### config.mk
export PLATFORM = sky130hd
export DESIGN_NAME = dp_alu
export DESIGN_NICKNAME = d
export VERILOG_FILES = /design/src/rtl/dp_alu_pkg.sv /design/src/rtl/dp_adder.sv /design/src/rtl/dp_logic_unit.sv /design/src/rtl/dp_flag_gen.sv /design/src/rtl/dp_alu.sv
export SDC_FILE = /design/constraint.sdc
export NUM_CORES = 1
export LEC_CHECK = 0
export ABC_AREA = 1
export BUFFER_PORTS_ARGS = -buffer_cell sky130_fd_sc_hd__buf_4
export CAP_MARGIN = 10
export CORE_ASPECT_RATIO = 0.8
export CORE_MARGIN = 2
export CORE_UTILIZATION = 45
export DETAILED_ROUTE_END_ITERATION = 12
export PLACE_DENSITY = 0.63
export SLEW_MARGIN = 10
export SYNTH_ARGS = -nofsm -noshare
export SYNTH_HDL_FRONTEND = slang
export SYNTH_HIERARCHICAL = 1
export SYNTH_SLANG_ARGS = --single-unit
export TNS_END_PERCENT = 20
### constraint.sdc
create_clock -name vclk -period 5.2
set_input_delay 1.04 -clock vclk [all_inputs]
set_output_delay 1.04 -clock vclk [all_outputs]
set_load 0.05 [all_outputs]
### src/rtl/dp_alu_pkg.sv
package dp_alu_pkg;

    typedef enum logic [3:0] {
        OP_AND = 4'h0, OP_EOR = 4'h1, OP_SUB = 4'h2, OP_RSB = 4'h3,
        OP_ADD = 4'h4, OP_ADC = 4'h5, OP_SBC = 4'h6, OP_RSC = 4'h7,
        OP_TST = 4'h8, OP_TEQ = 4'h9, OP_CMP = 4'hA, OP_CMN = 4'hB,
        OP_ORR = 4'hC, OP_MOV = 4'hD, OP_BIC = 4'hE, OP_MVN = 4'hF
    } dp_op_e;

    typedef struct packed {
        logic n;
        logic z;
        logic c;
        logic v;
    } dp_flags_t;

    typedef enum logic [1:0] {
        CIN_ZERO = 2'd0,
        CIN_ONE  = 2'd1,
        CIN_FLAG = 2'd2
    } cin_sel_e;

    typedef struct packed {
        logic     arith;
        logic     swap;
        logic     inv_y;
        cin_sel_e cin;
    } arith_ctl_t;

    function automatic arith_ctl_t decode_arith(dp_op_e op);
        arith_ctl_t ctl;
        ctl = '{arith: 1'b0, swap: 1'b0, inv_y: 1'b0, cin: CIN_ZERO};
        unique case (op)
            OP_ADD, OP_CMN: ctl = '{arith: 1'b1, swap: 1'b0, inv_y: 1'b0, cin: CIN_ZERO};
            OP_ADC:         ctl = '{arith: 1'b1, swap: 1'b0, inv_y: 1'b0, cin: CIN_FLAG};
            OP_SUB, OP_CMP: ctl = '{arith: 1'b1, swap: 1'b0, inv_y: 1'b1, cin: CIN_ONE};
            OP_SBC:         ctl = '{arith: 1'b1, swap: 1'b0, inv_y: 1'b1, cin: CIN_FLAG};
            OP_RSB:         ctl = '{arith: 1'b1, swap: 1'b1, inv_y: 1'b1, cin: CIN_ONE};
            OP_RSC:         ctl = '{arith: 1'b1, swap: 1'b1, inv_y: 1'b1, cin: CIN_FLAG};
            default:        ctl = '{arith: 1'b0, swap: 1'b0, inv_y: 1'b0, cin: CIN_ZERO};
        endcase
        return ctl;
    endfunction

    function automatic logic op_writes_back(dp_op_e op);
        return op[3:2] != 2'b10;
    endfunction

endpackage

### src/rtl/dp_adder.sv
module dp_adder #(
    parameter int unsigned WIDTH = 32
) (
    input  logic [WIDTH-1:0] x,
    input  logic [WIDTH-1:0] y,
    input  logic             cin,
    output logic [WIDTH-1:0] sum,
    output logic             cout,
    output logic             ovf
);
    localparam int unsigned MSB = WIDTH - 1;

    logic [WIDTH:0] wide;

    always_comb begin
        wide = {1'b0, x} + {1'b0, y} + {{WIDTH{1'b0}}, cin};
        sum  = wide[MSB:0];
        cout = wide[WIDTH];
        ovf  = (x[MSB] == y[MSB]) && (wide[MSB] != x[MSB]);
    end
endmodule

### src/rtl/dp_logic_unit.sv
module dp_logic_unit
    import dp_alu_pkg::*;
#(
    parameter int unsigned WIDTH = 32
) (
    input  dp_op_e           op,
    input  logic [WIDTH-1:0] a,
    input  logic [WIDTH-1:0] b,
    output logic [WIDTH-1:0] res
);
    always_comb begin
        unique case (op)
            OP_AND, OP_TST: res = a & b;
            OP_EOR, OP_TEQ: res = a ^ b;
            OP_ORR:         res = a | b;
            OP_MOV:         res = b;
            OP_BIC:         res = a & ~b;
            OP_MVN:         res = ~b;
            default:        res = '0;
        endcase
    end
endmodule

### src/rtl/dp_flag_gen.sv
module dp_flag_gen
    import dp_alu_pkg::*;
#(
    parameter int unsigned WIDTH = 32
) (
    input  logic             set_flags,
    input  logic             arith,
    input  logic [WIDTH-1:0] res,
    input  logic             add_cout,
    input  logic             add_ovf,
    input  logic             shift_carry,
    input  dp_flags_t        cur,
    output dp_flags_t        nxt
);
    always_comb begin
        nxt = cur;
        if (set_flags) begin
            nxt.n = res[WIDTH-1];
            nxt.z = (res == '0);
            nxt.c = arith ? add_cout : shift_carry;
            nxt.v = arith ? add_ovf : cur.v;
        end
    end
endmodule

### src/rtl/dp_alu.sv
module dp_alu
    import dp_alu_pkg::*;
#(
    parameter int unsigned DATA_W = 32
) (
    input  logic [3:0]        opcode,
    input  logic [DATA_W-1:0] op_a,
    input  logic [DATA_W-1:0] op_b,
    input  logic [3:0]        flags_in,
    input  logic              shift_carry,
    input  logic              set_flags,
    output logic [DATA_W-1:0] result,
    output logic              wr_en,
    output logic [3:0]        flags_out
);
    dp_op_e            op;
    dp_flags_t         cur_flags;
    dp_flags_t         nxt_flags;
    arith_ctl_t        ctl;
    logic [DATA_W-1:0] add_x;
    logic [DATA_W-1:0] add_y;
    logic              add_cin;
    logic [DATA_W-1:0] add_sum;
    logic              add_cout;
    logic              add_ovf;
    logic [DATA_W-1:0] logic_res;

    assign op        = dp_op_e'(opcode);
    assign cur_flags = dp_flags_t'(flags_in);
    assign ctl       = decode_arith(op);

    always_comb begin
        logic [DATA_W-1:0] first;
        logic [DATA_W-1:0] second;
        first  = ctl.swap ? op_b : op_a;
        second = ctl.swap ? op_a : op_b;
        add_x  = first;
        add_y  = ctl.inv_y ? ~second : second;
        unique case (ctl.cin)
            CIN_ONE:  add_cin = 1'b1;
            CIN_FLAG: add_cin = cur_flags.c;
            default:  add_cin = 1'b0;
        endcase
    end

    dp_adder #(.WIDTH(DATA_W)) u_adder (
        .x    (add_x),
        .y    (add_y),
        .cin  (add_cin),
        .sum  (add_sum),
        .cout (add_cout),
        .ovf  (add_ovf)
    );

    dp_logic_unit #(.WIDTH(DATA_W)) u_logic (
        .op  (op),
        .a   (op_a),
        .b   (op_b),
        .res (logic_res)
    );

    assign result = ctl.arith ? add_sum : logic_res;
    assign wr_en  = op_writes_back(op);

    dp_flag_gen #(.WIDTH(DATA_W)) u_flags (
        .set_flags   (set_flags),
        .arith       (ctl.arith),
        .res         (result),
        .add_cout    (add_cout),
        .add_ovf     (add_ovf),
        .shift_carry (shift_carry),
        .cur         (cur_flags),
        .nxt         (nxt_flags)
    );

    assign flags_out = nxt_flags;
endmodule

**Yosys cells after proc, flatten, opt, wreduce, memory -nomap -nowiden**

Memories as Yosys holds them, arrays and structs flattened.
Index checks and enable logic that the tools add are counted.

- Memories kept: 1
- Input port bits: 74
- Register bits: 0
- Output and inout port bits: 37
- ROM bits: 80
- Logic and storage cells: 35

- Muxes and demuxes: 9
- Eq/ne operators: 12
- Reductions and logical operators: 5
- Add/subtract/negate cells: 2
- Bitwise gates (word level): 6

Memory list:

| memory | words | width | read ports | clocked after memory_dff | wr ports | RTL line | source |
|---|---|---|---|---|---|---|---|
| (no name shown) | 16 | 5 | 1 | 0 | 0 | dp_alu_pkg.sv:33 | `unique case (op)` |

Operators with widths:

| kind | count |
|---|---|
| 32-bit one-hot mux with 6 select lines | 1 |
| 32-bit 2-to-1 mux | 4 |
| 32-bit bitwise AND | 2 |
| 32-bit inverter | 2 |
| 32-bit by 32-bit adder with 33-bit output | 1 |
| 33-bit by 1-bit adder with 33-bit output | 1 |
| 32-bit zero test | 1 |
| 32-bit bitwise OR | 1 |
| 32-bit bitwise XOR | 1 |
| 4-bit equality test, second input constant | 6 |
| 4-bit by 1-bit equality test with 1-bit output, second input constant | 1 |
| 4-bit zero test | 1 |
| 4-bit 2-to-1 mux | 1 |
| 2-bit OR reduction | 2 |
| 2-bit by 1-bit equality test with 1-bit output, second input constant | 1 |
| 2-bit equality test, second input constant | 1 |
| 1-bit 2-to-1 mux | 2 |
| 2-bit inequality test, second input constant | 1 |
| 1-bit one-hot mux with 2 select lines | 1 |
| 1-bit equality test | 1 |
| 1-bit logical AND | 1 |
| 1-bit inequality test | 1 |

**Longest topological paths before layout**

Gate-level depths: netlist (run 1).
An unclocked memory read counts as a cell.

- Word-level depth: 10
- Gate-level depth with buffers: 29
- Mapped depth without buffers: 28

**Hierarchy**

Netlist (run 1), hierarchy kept.

By module, submodules not included:

| module | area each (um^2) | instances | cells an instance | seq. area each (um^2) |
|---|---|---|---|---|
| dp_logic_unit | 2,635.0 | 1 | 557 | 0.0 |
| dp_alu | 2,317.2 | 1 | 515 | 0.0 |
| dp_adder | 2,199.6 | 1 | 426 | 0.0 |
| dp_flag_gen | 180.2 | 1 | 40 | 0.0 |

**Worst setup path after synthesis (run 1)**

Ideal clock, no wire load.

- Path kind: input to output
- From: in opcode[1]
- To: out flags_out[2]
- Arrival: 4,527 ps
- Data required time: 4,160 ps
- Stages: 28
- Slack: -367 ps
- Path buffers: 1
- Path through: buf_2 nand2_2 nor2_1 inv_1 ha_1 a21oi_1 nor2_1 fa_1 fa_1 nand3_1 nand2_2 nand2_2 nand2_2 nand2_1 nand2_1 nand2_1 nand3b_1 nand2_1 nand2_1 nand2_1 nand2_1 nor2_1 nand2_1 nor2_1 nand2_1 nor2_1 nand2_1 nand2_1

- Elaborated cells between the ends (all ways): 24
- Those cells by class: 2 x add/sub; 9 x eq/ne; 7 x mux; 1 x bitwise; 4 x reduce/logical; 1 x memory

RTL lines:

| what | RTL line | source |
|---|---|---|
| from (decl) | dp_alu.sv:6 | `input logic [3:0] opcode,` |
| memory 16 x 5 bit * | -- |  |
| 2-bit equality test or 2-bit by 1-bit equality test with 1-bit output (tied branches) | dp_alu.sv:39 | `unique case (ctl.cin)` |
| 1-bit one-hot mux with 2 select lines * | dp_alu.sv:39 |  |
| net add_cin | dp_alu.sv:22 | `logic add_cin;` |
| 33-bit by 1-bit adder with 33-bit output * | dp_adder.sv:16 | `wide = {1'b0, x} + {1'b0, y} + {{WIDTH{1'b0}}, cin};` |
| net add_sum[26] | dp_alu.sv:23 | `logic [DATA_W-1:0] add_sum;` |
| 32-bit 2-to-1 mux * | dp_alu.sv:62 | `assign result = ctl.arith ? add_sum : logic_res;` |
| net result[26] | dp_alu.sv:12 | `output logic [DATA_W-1:0] result,` |
| 32-bit zero test * | dp_flag_gen.sv:19 | `nxt.z = (res == '0);` |
| 4-bit 2-to-1 mux * | dp_flag_gen.sv:17 | `if (set_flags) begin` |
| to (decl) | dp_alu.sv:14 | `output logic [3:0] flags_out` |

The timed path passes the listed nets; every way through them passes the cells marked *.

**Final worst setup path (run 1)**

- From: in opcode[0]
- To: out flags_out[2]

- Elaborated cells between the ends (all ways): 24
- Those cells by class: 2 x add/sub; 9 x eq/ne; 7 x mux; 1 x bitwise; 4 x reduce/logical; 1 x memory

RTL lines:

| what | RTL line |
|---|---|
| memory 16 x 5 bit * | -- |
| 2-bit equality test or 2-bit by 1-bit equality test with 1-bit output (tied branches) | dp_alu.sv:39 |
| 1-bit one-hot mux with 2 select lines * | dp_alu.sv:39 |
| net add_cin | dp_alu.sv:22 |
| 33-bit by 1-bit adder with 33-bit output * | dp_adder.sv:16 |
| net add_sum[6] | dp_alu.sv:23 |
| 32-bit 2-to-1 mux * | dp_alu.sv:62 |
| 32-bit zero test * | dp_flag_gen.sv:19 |
| 4-bit 2-to-1 mux * | dp_flag_gen.sv:17 |

Marks and branches as above.

==> results of run 1 <==
[stage by stage]
step           hold slack, ps  setup TNS, ps
6_report                 2440           -106
5_1_grt                  2450           -229
4_1_cts                  2420          -89.4
3_5_place_dp             2420           -227
3_3_place_gp             2420           -235
2_1_floorplan            2280              0
[area by class of cell]
class / count / area share (%)
inverters: 206 / 7.35
multi-input cells: 1260 / 64.8
well taps: 215 / 2.50
repair buffers: 314 / 25.3
[repair_timing]
| item | 4_1_cts | 5_1_grt |
|---|---|---|
| endpoints found under the setup margin | 1 | 6 |
| hold endpoints to repair | 0 | 0 |
| setup buffers | 1 | 20 |
| cloned | 2 | 9 |
| gates resized for setup | 24 | 218 |
| pin swaps | 6 | 65 |
[final timing paths]
kind	start	end	cells past startpoint
hold / removal	opcode[3]	wr_en	3
setup / recovery	opcode[0]	flags_out[2]	25
[layer usage]
metal	up-vias	part of all wire, %	global-route usage (%)
li1	5318	-	-
met2	585	41	48.5
met1	4905	45	52.1
met3	70	12	7.26
met4	0	2.4	4.73
met5	-	0	0
[placed cells by master (no fill, tap or decap), types with 16 or more instances in the layout]
cell type / count
inv_1: 196
nand2_4: 16
buf_4: 276
xor2_1: 20
a21oi_2: 23
ha_1: 42
nand3_1: 146
nand2_2: 57
nand4_1: 39
o21ai_0: 22
a21oi_1: 40
o21ai_1: 21
nor2_1: 79
ha_4: 20
nor2_2: 24
nand2_1: 624
nand3b_1: 34
[kinds of logic (layout without fill, tap and decap cells)]
family	Yosys count	after routing	share of synthesized area, %
compound gates	121	121	8.60
fa+ha+maj	67	67	11.6
buf+inv	280	520	16.3
mux	2	2	0.273
xor+xnor	20	20	2.39
simple gates	1048	1050	60.8
[report_power, final]
group | total [mW] | switching (mW) | internal (mW)
combinational | 1.89 | 1.12 | 0.764
clock | 0 | 0 | 0
sequential | 0 | 0 | 0
[critical path, stage by stage]
cell	delay [ps]
buf_12	110
buf_6	100
nor2_4	30
nor2_4	130
inv_2	40
ha_2	160
a21oi_2	130
nor2_2	70
fa_2	400
fa_2	420
nand3_2	90
nand2_4	70
nand2_2	80
nand2_2	70
buf_4	140
buf_4	130
xor2_1	140
nand2_1	90
nand2_1	100
nor2_1	110
nand3_1	180
nor2_2	150
nand2_2	80
nand2_4	60
buf_8	140
==> impl_metrics.env, run 1 <==
export IMPL_worst_ep_arrival_time_ps=4270
export IMPL_dp_worst_setup_slack_ps=-227
export IMPL_status="finished with violations"
export IMPL_grt_overflow_total=0
export IMPL_cts_hold_buf=0
export IMPL_area_growth_pct=46.8
export IMPL_startpoint_type="input port"
export IMPL_ys_seq_area_share_pct=0
export IMPL_fmax_ghz=0.188
export IMPL_crit_type="input port to output port"
export IMPL_grt_pass1_wl_um=48200
export IMPL_num_clock_buffers=0
export IMPL_synth_common_cells="nand2_1, inv_1, nand3_1"
export IMPL_wl_per_cell_um=16.3
export IMPL_hold_viol_final=0
export IMPL_vias=10900
export IMPL_fin_util_pct=67.9
export IMPL_drtIter0Drc=1339
export IMPL_synth_top_area_cell="nand2_1"
export IMPL_p_leak_nw=6.30
export IMPL_setup_viol=1
export IMPL_start_util_pct=46.3
export IMPL_die_area_um2=17300
export IMPL_dp_hpwl_um=24200
export IMPL_finalInstanceArea_um2=10800
export IMPL_avgSynthCellArea_um2=4.77
export IMPL_grt_pass1_vias=9212
export IMPL_firstDrtPassIters=6
export IMPL_peakVddDrop_uv=104
export IMPL_syn_num_nets=1679
export IMPL_synth_distinct_cells=32
export IMPL_postPlaceCellArea_um2=9450
export IMPL_num_io_pins=111
export IMPL_numPortBuffers=111
export IMPL_seqCellArea_um2=0
export IMPL_die_h_um=118
export IMPL_syn_area_um2=7330
export IMPL_rsz0062_at_grt="yes"
export IMPL_maxCapViolCount=0
export IMPL_critPathCaptureType="output port"
export IMPL_p_total_mw=1.89
export IMPL_hold_path_class="input port to output port"
export IMPL_fin_nets=1923
export IMPL_worst_slack_ps=-106
export IMPL_violations="negative setup slack"
export IMPL_finalNonFillerCells=1995
export IMPL_core_area_um2=15900
export IMPL_antenna_cells=0
export IMPL_drive_above_1_share_pct=28.1
export IMPL_track_usage_pct=33.8
export IMPL_drt_antenna_violating_nets=0
export IMPL_dp_cells=1963
export IMPL_totalWireLength_um=32500
export IMPL_place_gp_congestion=1.02
export IMPL_fin_crit_ps=5310
export IMPL_fin_crit_sh_pct=102
export IMPL_drc=0
export IMPL_multi_input_area_um2=6980
export IMPL_row_count=41
export IMPL_max_slew_margin_pct=48.7
export IMPL_worstPathMaxFanout=5
export IMPL_fp_dieW_um=147
export IMPL_synth_top_area_share_pct=34.9
export IMPL_antenna_found_initial=0
export IMPL_grt_max_degree=65
export IMPL_finalMaxSlewViolations=0
export IMPL_fillers=1447
export IMPL_synthTopCellsByArea="nand2_1, ha_1, nand3_1"
export IMPL_p_per_area_nw_per_um2=175
export IMPL_yosysMostFrequentCell="nand2_1"
export IMPL_syn_inst=1538
export IMPL_vias_per_cell=5.45
export IMPL_worst_ep_required_time_ps=4160
export IMPL_worstMarginPinSlew_ps=767
export IMPL_seq_cells=0
export IMPL_synth_warning_count=6
Power figures use the tool's default switching activity.
==> run 2: changes to the inputs <==
--- a/config.mk
+++ b/config.mk
@@ -6,16 +6,16 @@
 export NUM_CORES = 1
 export LEC_CHECK = 0
 export ABC_AREA = 1
-export BUFFER_PORTS_ARGS = -buffer_cell sky130_fd_sc_hd__buf_4
+export BUFFER_PORTS_ARGS = -buffer_cell sky130_fd_sc_hd__buf_2
 export CAP_MARGIN = 10
 export CORE_ASPECT_RATIO = 0.8
 export CORE_MARGIN = 2
 export CORE_UTILIZATION = 45
 export DETAILED_ROUTE_END_ITERATION = 12
-export PLACE_DENSITY = 0.63
+export PLACE_DENSITY = 0.65
+export SETUP_SLACK_MARGIN = 0.15
 export SLEW_MARGIN = 10
 export SYNTH_ARGS = -nofsm -noshare
 export SYNTH_HDL_FRONTEND = slang
-export SYNTH_HIERARCHICAL = 1
 export SYNTH_SLANG_ARGS = --single-unit
 export TNS_END_PERCENT = 20
==> impl_metrics.env, run 2 <==
export IMPL_setup_viol=1
export IMPL_antenna_found_initial=0
export IMPL_worst_ep_required_time_ps=4160
export IMPL_ys_seq_area_share_pct=0
export IMPL_synth_distinct_cells=33
export IMPL_vias=8926
export IMPL_p_leak_nw=5.29
export IMPL_power_switching_mw=1.21
export IMPL_cts_hold_buf=0
export IMPL_synthTopCellsByArea="nand2_1, ha_1, inv_1"
export IMPL_worstMarginPinSlew_ps=625
export IMPL_pwr_share_comb_pct=100.0
export IMPL_grt_pass1_wl_um=37500
export IMPL_track_usage_pct=33.3
export IMPL_syn_num_nets=1314
export IMPL_dp_cells=1595
export IMPL_hold_slack_ps=2420
export IMPL_maxCapViolCount=0
export IMPL_worst_ep_arrival_time_ps=4220
export IMPL_startpoint_type="input port"
export IMPL_numPortBuffers=111
export IMPL_crit_type="input port to output port"
export IMPL_dp_hpwl_um=19300
export IMPL_grt_max_degree=35
export IMPL_multi_input_area_um2=5700
export IMPL_layout_commonest_cell="nand2_1"
export IMPL_fin_crit_sh_pct=101
export IMPL_start_util_pct=45.8
export IMPL_clockPowerShare_pct=0
export IMPL_row_count=37
export IMPL_fillers=1052
export IMPL_die_area_um2=13900
export IMPL_wl_per_cell_um=16.1
export IMPL_max_slew_margin_pct=58.2
export IMPL_yosysMostFrequentCell="nand2_1"
export IMPL_hold_path_class="input port to output port"
export IMPL_synth_warning_count=0
export IMPL_syn_area_um2=5830
export IMPL_avgSynthCellArea_um2=4.97
export IMPL_hold_viol_final=0
export IMPL_synth_top_area_share_pct=27.8
export IMPL_num_io_pins=111
export IMPL_finalInstanceArea_um2=9210
export IMPL_postPlaceCellArea_um2=7890
export IMPL_finalNonFillerCells=1636
export IMPL_fin_util_pct=72.3
export IMPL_synth_common_cells="nand2_1, inv_1, o21ai_0"
export IMPL_intPower_uw=801
export IMPL_rsz0062_at_grt="yes"
export IMPL_synth_top_area_cell="nand2_1"
export IMPL_syn_inst=1173
export IMPL_fin_crit_ps=5260
export IMPL_area_growth_pct=58.0
export IMPL_num_clock_buffers=0
export IMPL_violations="negative setup slack"
export IMPL_p_total_mw=2.01
export IMPL_critPathCaptureType="output port"
export IMPL_drtIter0Drc=990
export IMPL_fp_dieW_um=131
export IMPL_place_gp_congestion=1.07
export IMPL_totalWireLength_um=26400
export IMPL_seqCellArea_um2=0
export IMPL_fmax_ghz=0.190
export IMPL_die_h_um=106
export IMPL_seq_cells=0
export IMPL_status="finished with violations"
export IMPL_p_seq_share_pct=0
export IMPL_p_per_area_nw_per_um2=218
export IMPL_grt_overflow_total=0
export IMPL_finalMaxSlewViolations=0
export IMPL_fin_nets=1604
export IMPL_crit_start="opcode[1]"
export IMPL_grt_pass1_vias=7633
export IMPL_worst_slack_ps=-59.6
export IMPL_firstDrtPassIters=7
export IMPL_worstHoldStart="flags_in[3]"
export IMPL_core_area_um2=12700
export IMPL_drt_antenna_violating_nets=0
export IMPL_drc=0
export IMPL_drive_above_1_share_pct=37.7
export IMPL_peakVddDrop_uv=166
export IMPL_mostFrequentLayoutCells="nand2_1, inv_1, buf_4"
export IMPL_switching_share_pct=60.1
export IMPL_vias_per_cell=5.46
export IMPL_worstPathMaxFanout=15
export IMPL_antenna_cells=0
-- run 2: worst paths after layout --
path                       end  slack (ps)  cells past startpoint
setup / recovery  flags_out[2]         -60                     28
hold / removal    flags_out[3]        2420                      4
-- run 2: cell type report --
type	instances	share of cell area, %
tap	175	2.38
multi-input combinational	929	61.9
timing repair buffer	323	27.2
inverter	209	8.55
-- run 2: logic make-up (layout without fill, tap and decap cells) --
logic type	after synthesis	after routing	synth area share, %
fa+ha+maj	67	67	14.6
xor+xnor	46	46	6.91
compound gates	193	193	18.6
simple gates	622	623	43.5
buf+inv	245	532	16.4
-- run 2: timing repair --
item	4_1_cts	5_1_grt
endpoints found under the hold margin	0	0
gates resized for setup	85	232
pin swaps	41	107
setup endpoints to repair	22	22
setup buffers	13	21
gates cloned	2	5
-- run 2: power by group through the flow --
stage          logic (mW)  clock network [mW]  registers (mW)
3_5_place_dp         1.62                   0               0
2_1_floorplan       0.966                   0               0
5_1_grt              2.14                   0               0
3_3_place_gp         1.61                   0               0
4_1_cts              1.71                   0               0
6_report             2.01                   0               0
-- run 2: metal layers --
metal	vias up	GRT usage [%]	part of all wire [%]
met4	0	4.81	2.0
met5	-	0	0
met2	495	51.8	42
li1	4298	-	-
met1	4076	50.4	44
met3	57	3.22	12
-- run 2: metrics by stage --
stage,setup WS [ps],setup TNS [ps]
after global placement,-389,-710
after detailed placement,-463,-1270
after floorplan,145,0
after CTS,31.8,0
final,-59.6,-59.6
after global routing,-189,-280
-- run 2: worst max-delay path, stage by stage --
cell	delay, ps
buf_6	90
inv_4	40
nor2_4	180
nand2_8	80
buf_12	160
buf_12	150
buf_4	160
o21ai_0	190
ha_1	320
buf_6	160
nand2_1	70
nand2_2	70
inv_1	70
nand2_2	60
a21oi_2	190
nor2_1	80
nor2_2	150
nand2_2	80
nand2_1	70
nand2_1	70
nand2_2	80
nand2_4	50
nor2_1	90
nand2_1	90
nor2_2	130
nand2_2	110
nand2_4	70
buf_8	140
==> run 3: changes to the inputs <==
--- a/config.mk
+++ b/config.mk
@@ -9,7 +9,7 @@
 export BUFFER_PORTS_ARGS = -buffer_cell sky130_fd_sc_hd__buf_2
 export CAP_MARGIN = 10
 export CORE_ASPECT_RATIO = 0.8
-export CORE_MARGIN = 2
+export CORE_MARGIN = 10
 export CORE_UTILIZATION = 45
 export DETAILED_ROUTE_END_ITERATION = 12
 export PLACE_DENSITY = 0.65
==> constraint.sdc (replaced) <==
create_clock -name vclk -period 5.8
set_input_delay 1.16 -clock vclk [all_inputs]
set_output_delay 1.16 -clock vclk [all_outputs]
set_load 0.05 [all_outputs]
==> impl_metrics.env, run 3 (same netlist as run 2, synthesis figures left out) <==
export IMPL_grt_pass1_wl_um=36500
export IMPL_slowest_stage="fa_2"
export IMPL_die_area_um2=17900
export IMPL_rsz0062_at_grt="yes"
export IMPL_fin_crit_ps=5510
export IMPL_row_count=37
export IMPL_totalWireLength_um=24000
export IMPL_firstDrtPassIters=5
export IMPL_p_per_area_nw_per_um2=187
export IMPL_p_leak_nw=4.58
export IMPL_max_slew_margin_pct=43.8
export IMPL_multi_input_area_um2=5210
export IMPL_status="complete, no violations"
export IMPL_grt_overflow_total=0
export IMPL_vias=8061
export IMPL_antenna_cells=0
export IMPL_wl_met1_um=11400
export IMPL_setup_viol=0
export IMPL_mostFrequentLayoutCells="nand2_1, inv_1, buf_2"
export IMPL_area_growth_pct=31.5
export IMPL_startpoint_type="input port"
export IMPL_seq_cells=0
export IMPL_drt_antenna_violating_nets=0
export IMPL_wl_met2_um=10000
export IMPL_vias_per_cell=5.28
export IMPL_finalMaxSlewViolations=0
export IMPL_start_util_pct=45.6
export IMPL_drive_above_1_share_pct=22.9
export IMPL_hold_slack_ps=2710
export IMPL_finalSetupTns_ps=0
export IMPL_hold_viol_final=0
export IMPL_dp_cells=1506
export IMPL_fmax_ghz=0.181
export IMPL_dp_worst_setup_slack_ps=-49.2
export IMPL_worstMarginPinSlew_ps=842
export IMPL_die_h_um=122
export IMPL_path_common_cell="nand2_1"
export IMPL_numPortBuffers=111
export IMPL_worst_ep_arrival_time_ps=4350
export IMPL_worst_ep_required_time_ps=4640
export IMPL_layout_commonest_cell="nand2_1"
export IMPL_highest_layer="met4"
export IMPL_finalNonFillerCells=1526
export IMPL_core_area_um2=12800
export IMPL_cp_num_buf_inv=5
export IMPL_fillers=1353
export IMPL_num_io_pins=111
export IMPL_critPathCaptureType="output port"
export IMPL_num_clock_buffers=0
export IMPL_antenna_found_initial=0
export IMPL_fin_nets=1494
export IMPL_wl_per_cell_um=15.7
export IMPL_grt_pass1_vias=7138
export IMPL_cp_cell_sequence="buf_2 -> inv_2 -> nor2_4 -> o21ai_2 -> inv_1 -> ha_1 -> o21bai_4 -> fa_2 -> inv_2 -> fa_2 -> or2_2 -> nand2_1 -> nand2_1 -> nor2_2 -> nand3_1 -> nor2_2 -> nand2_1 -> nor2_1 -> nand2_1 -> nand2_2 -> buf_8"
export IMPL_crit_type="input port to output port"
export IMPL_place_gp_congestion=1.05
export IMPL_worst_slack_ps=289
export IMPL_fp_dieW_um=147
export IMPL_dp_hpwl_um=19200
export IMPL_peakVddDrop_uv=118
export IMPL_track_usage_pct=24.3
export IMPL_drc=0
export IMPL_drtIter0Drc=699
export IMPL_cpPeakStageDelay_ps=430
export IMPL_worstPathMaxFanout=3
export IMPL_grt_max_degree=46
export IMPL_critPathTopFamily="simple AND/OR/NAND/NOR gates"
export IMPL_maxCapViolCount=0
export IMPL_fin_crit_sh_pct=95.0
export IMPL_route_met3_wl_um=2350
export IMPL_seqCellArea_um2=0
export IMPL_hold_path_class="input port to output port"
run 3: power by group:
part | switching [mW] | internal (mW)
sequential | 0 | 0
combinational | 0.936 | 0.498
clock | 0 | 0
run 3: worst min-delay path, delay by kind of cell:
family,cells,cell delay (ps)
and+or+nand+nor,1,50
buffers and inverters,2,290
AOI/OAI and AO/OA,1,50
run 3: path summary, 6_finish.rpt:
kind | from | end | slack, ps | cells after the start
max | opcode[1] | flags_out[2] | 290 | 21
min | flags_in[3] | flags_out[3] | 2710 | 4
run 3: final cells by class:
class	count	area share, %
timing repair buffer	213	18.9
multi-input combinational	929	68.0
inverter	209	10.2
tap	175	2.86
run 3: metal layers:
layer | vias to the layer above | track usage (%)
met2 | 347 | 36.5
met5 | - | 0
li1 | 4070 | -
met3 | 13 | 3.48
met1 | 3631 | 36.8
met4 | 0 | 1.92
run 3: what timing repair did:
item                                    in CTS  in global routing
setup buffers                                0                 17
gates resized for setup                      7                112
endpoints found under the hold margin        0                  0
hold buffers                                 0                  0
pin swaps                                    0                 43
endpoints found under the setup margin       2                  9
gates cloned                                 0                  3
run 3: per-stage QoR:
| step | utilization (%) | instance area (um2) | power [mW] |
|---|---|---|---|
| after global routing | 60.0 | 7660 | 1.56 |
| after floorplan | - | 5830 | 0.850 |
| after CTS | 56.0 | 7150 | 1.30 |
| final | 60.0 | 7660 | 1.43 |
| after global placement | 55.8 | 7130 | 1.28 |
| after detailed placement | 55.8 | 7130 | 1.29 |
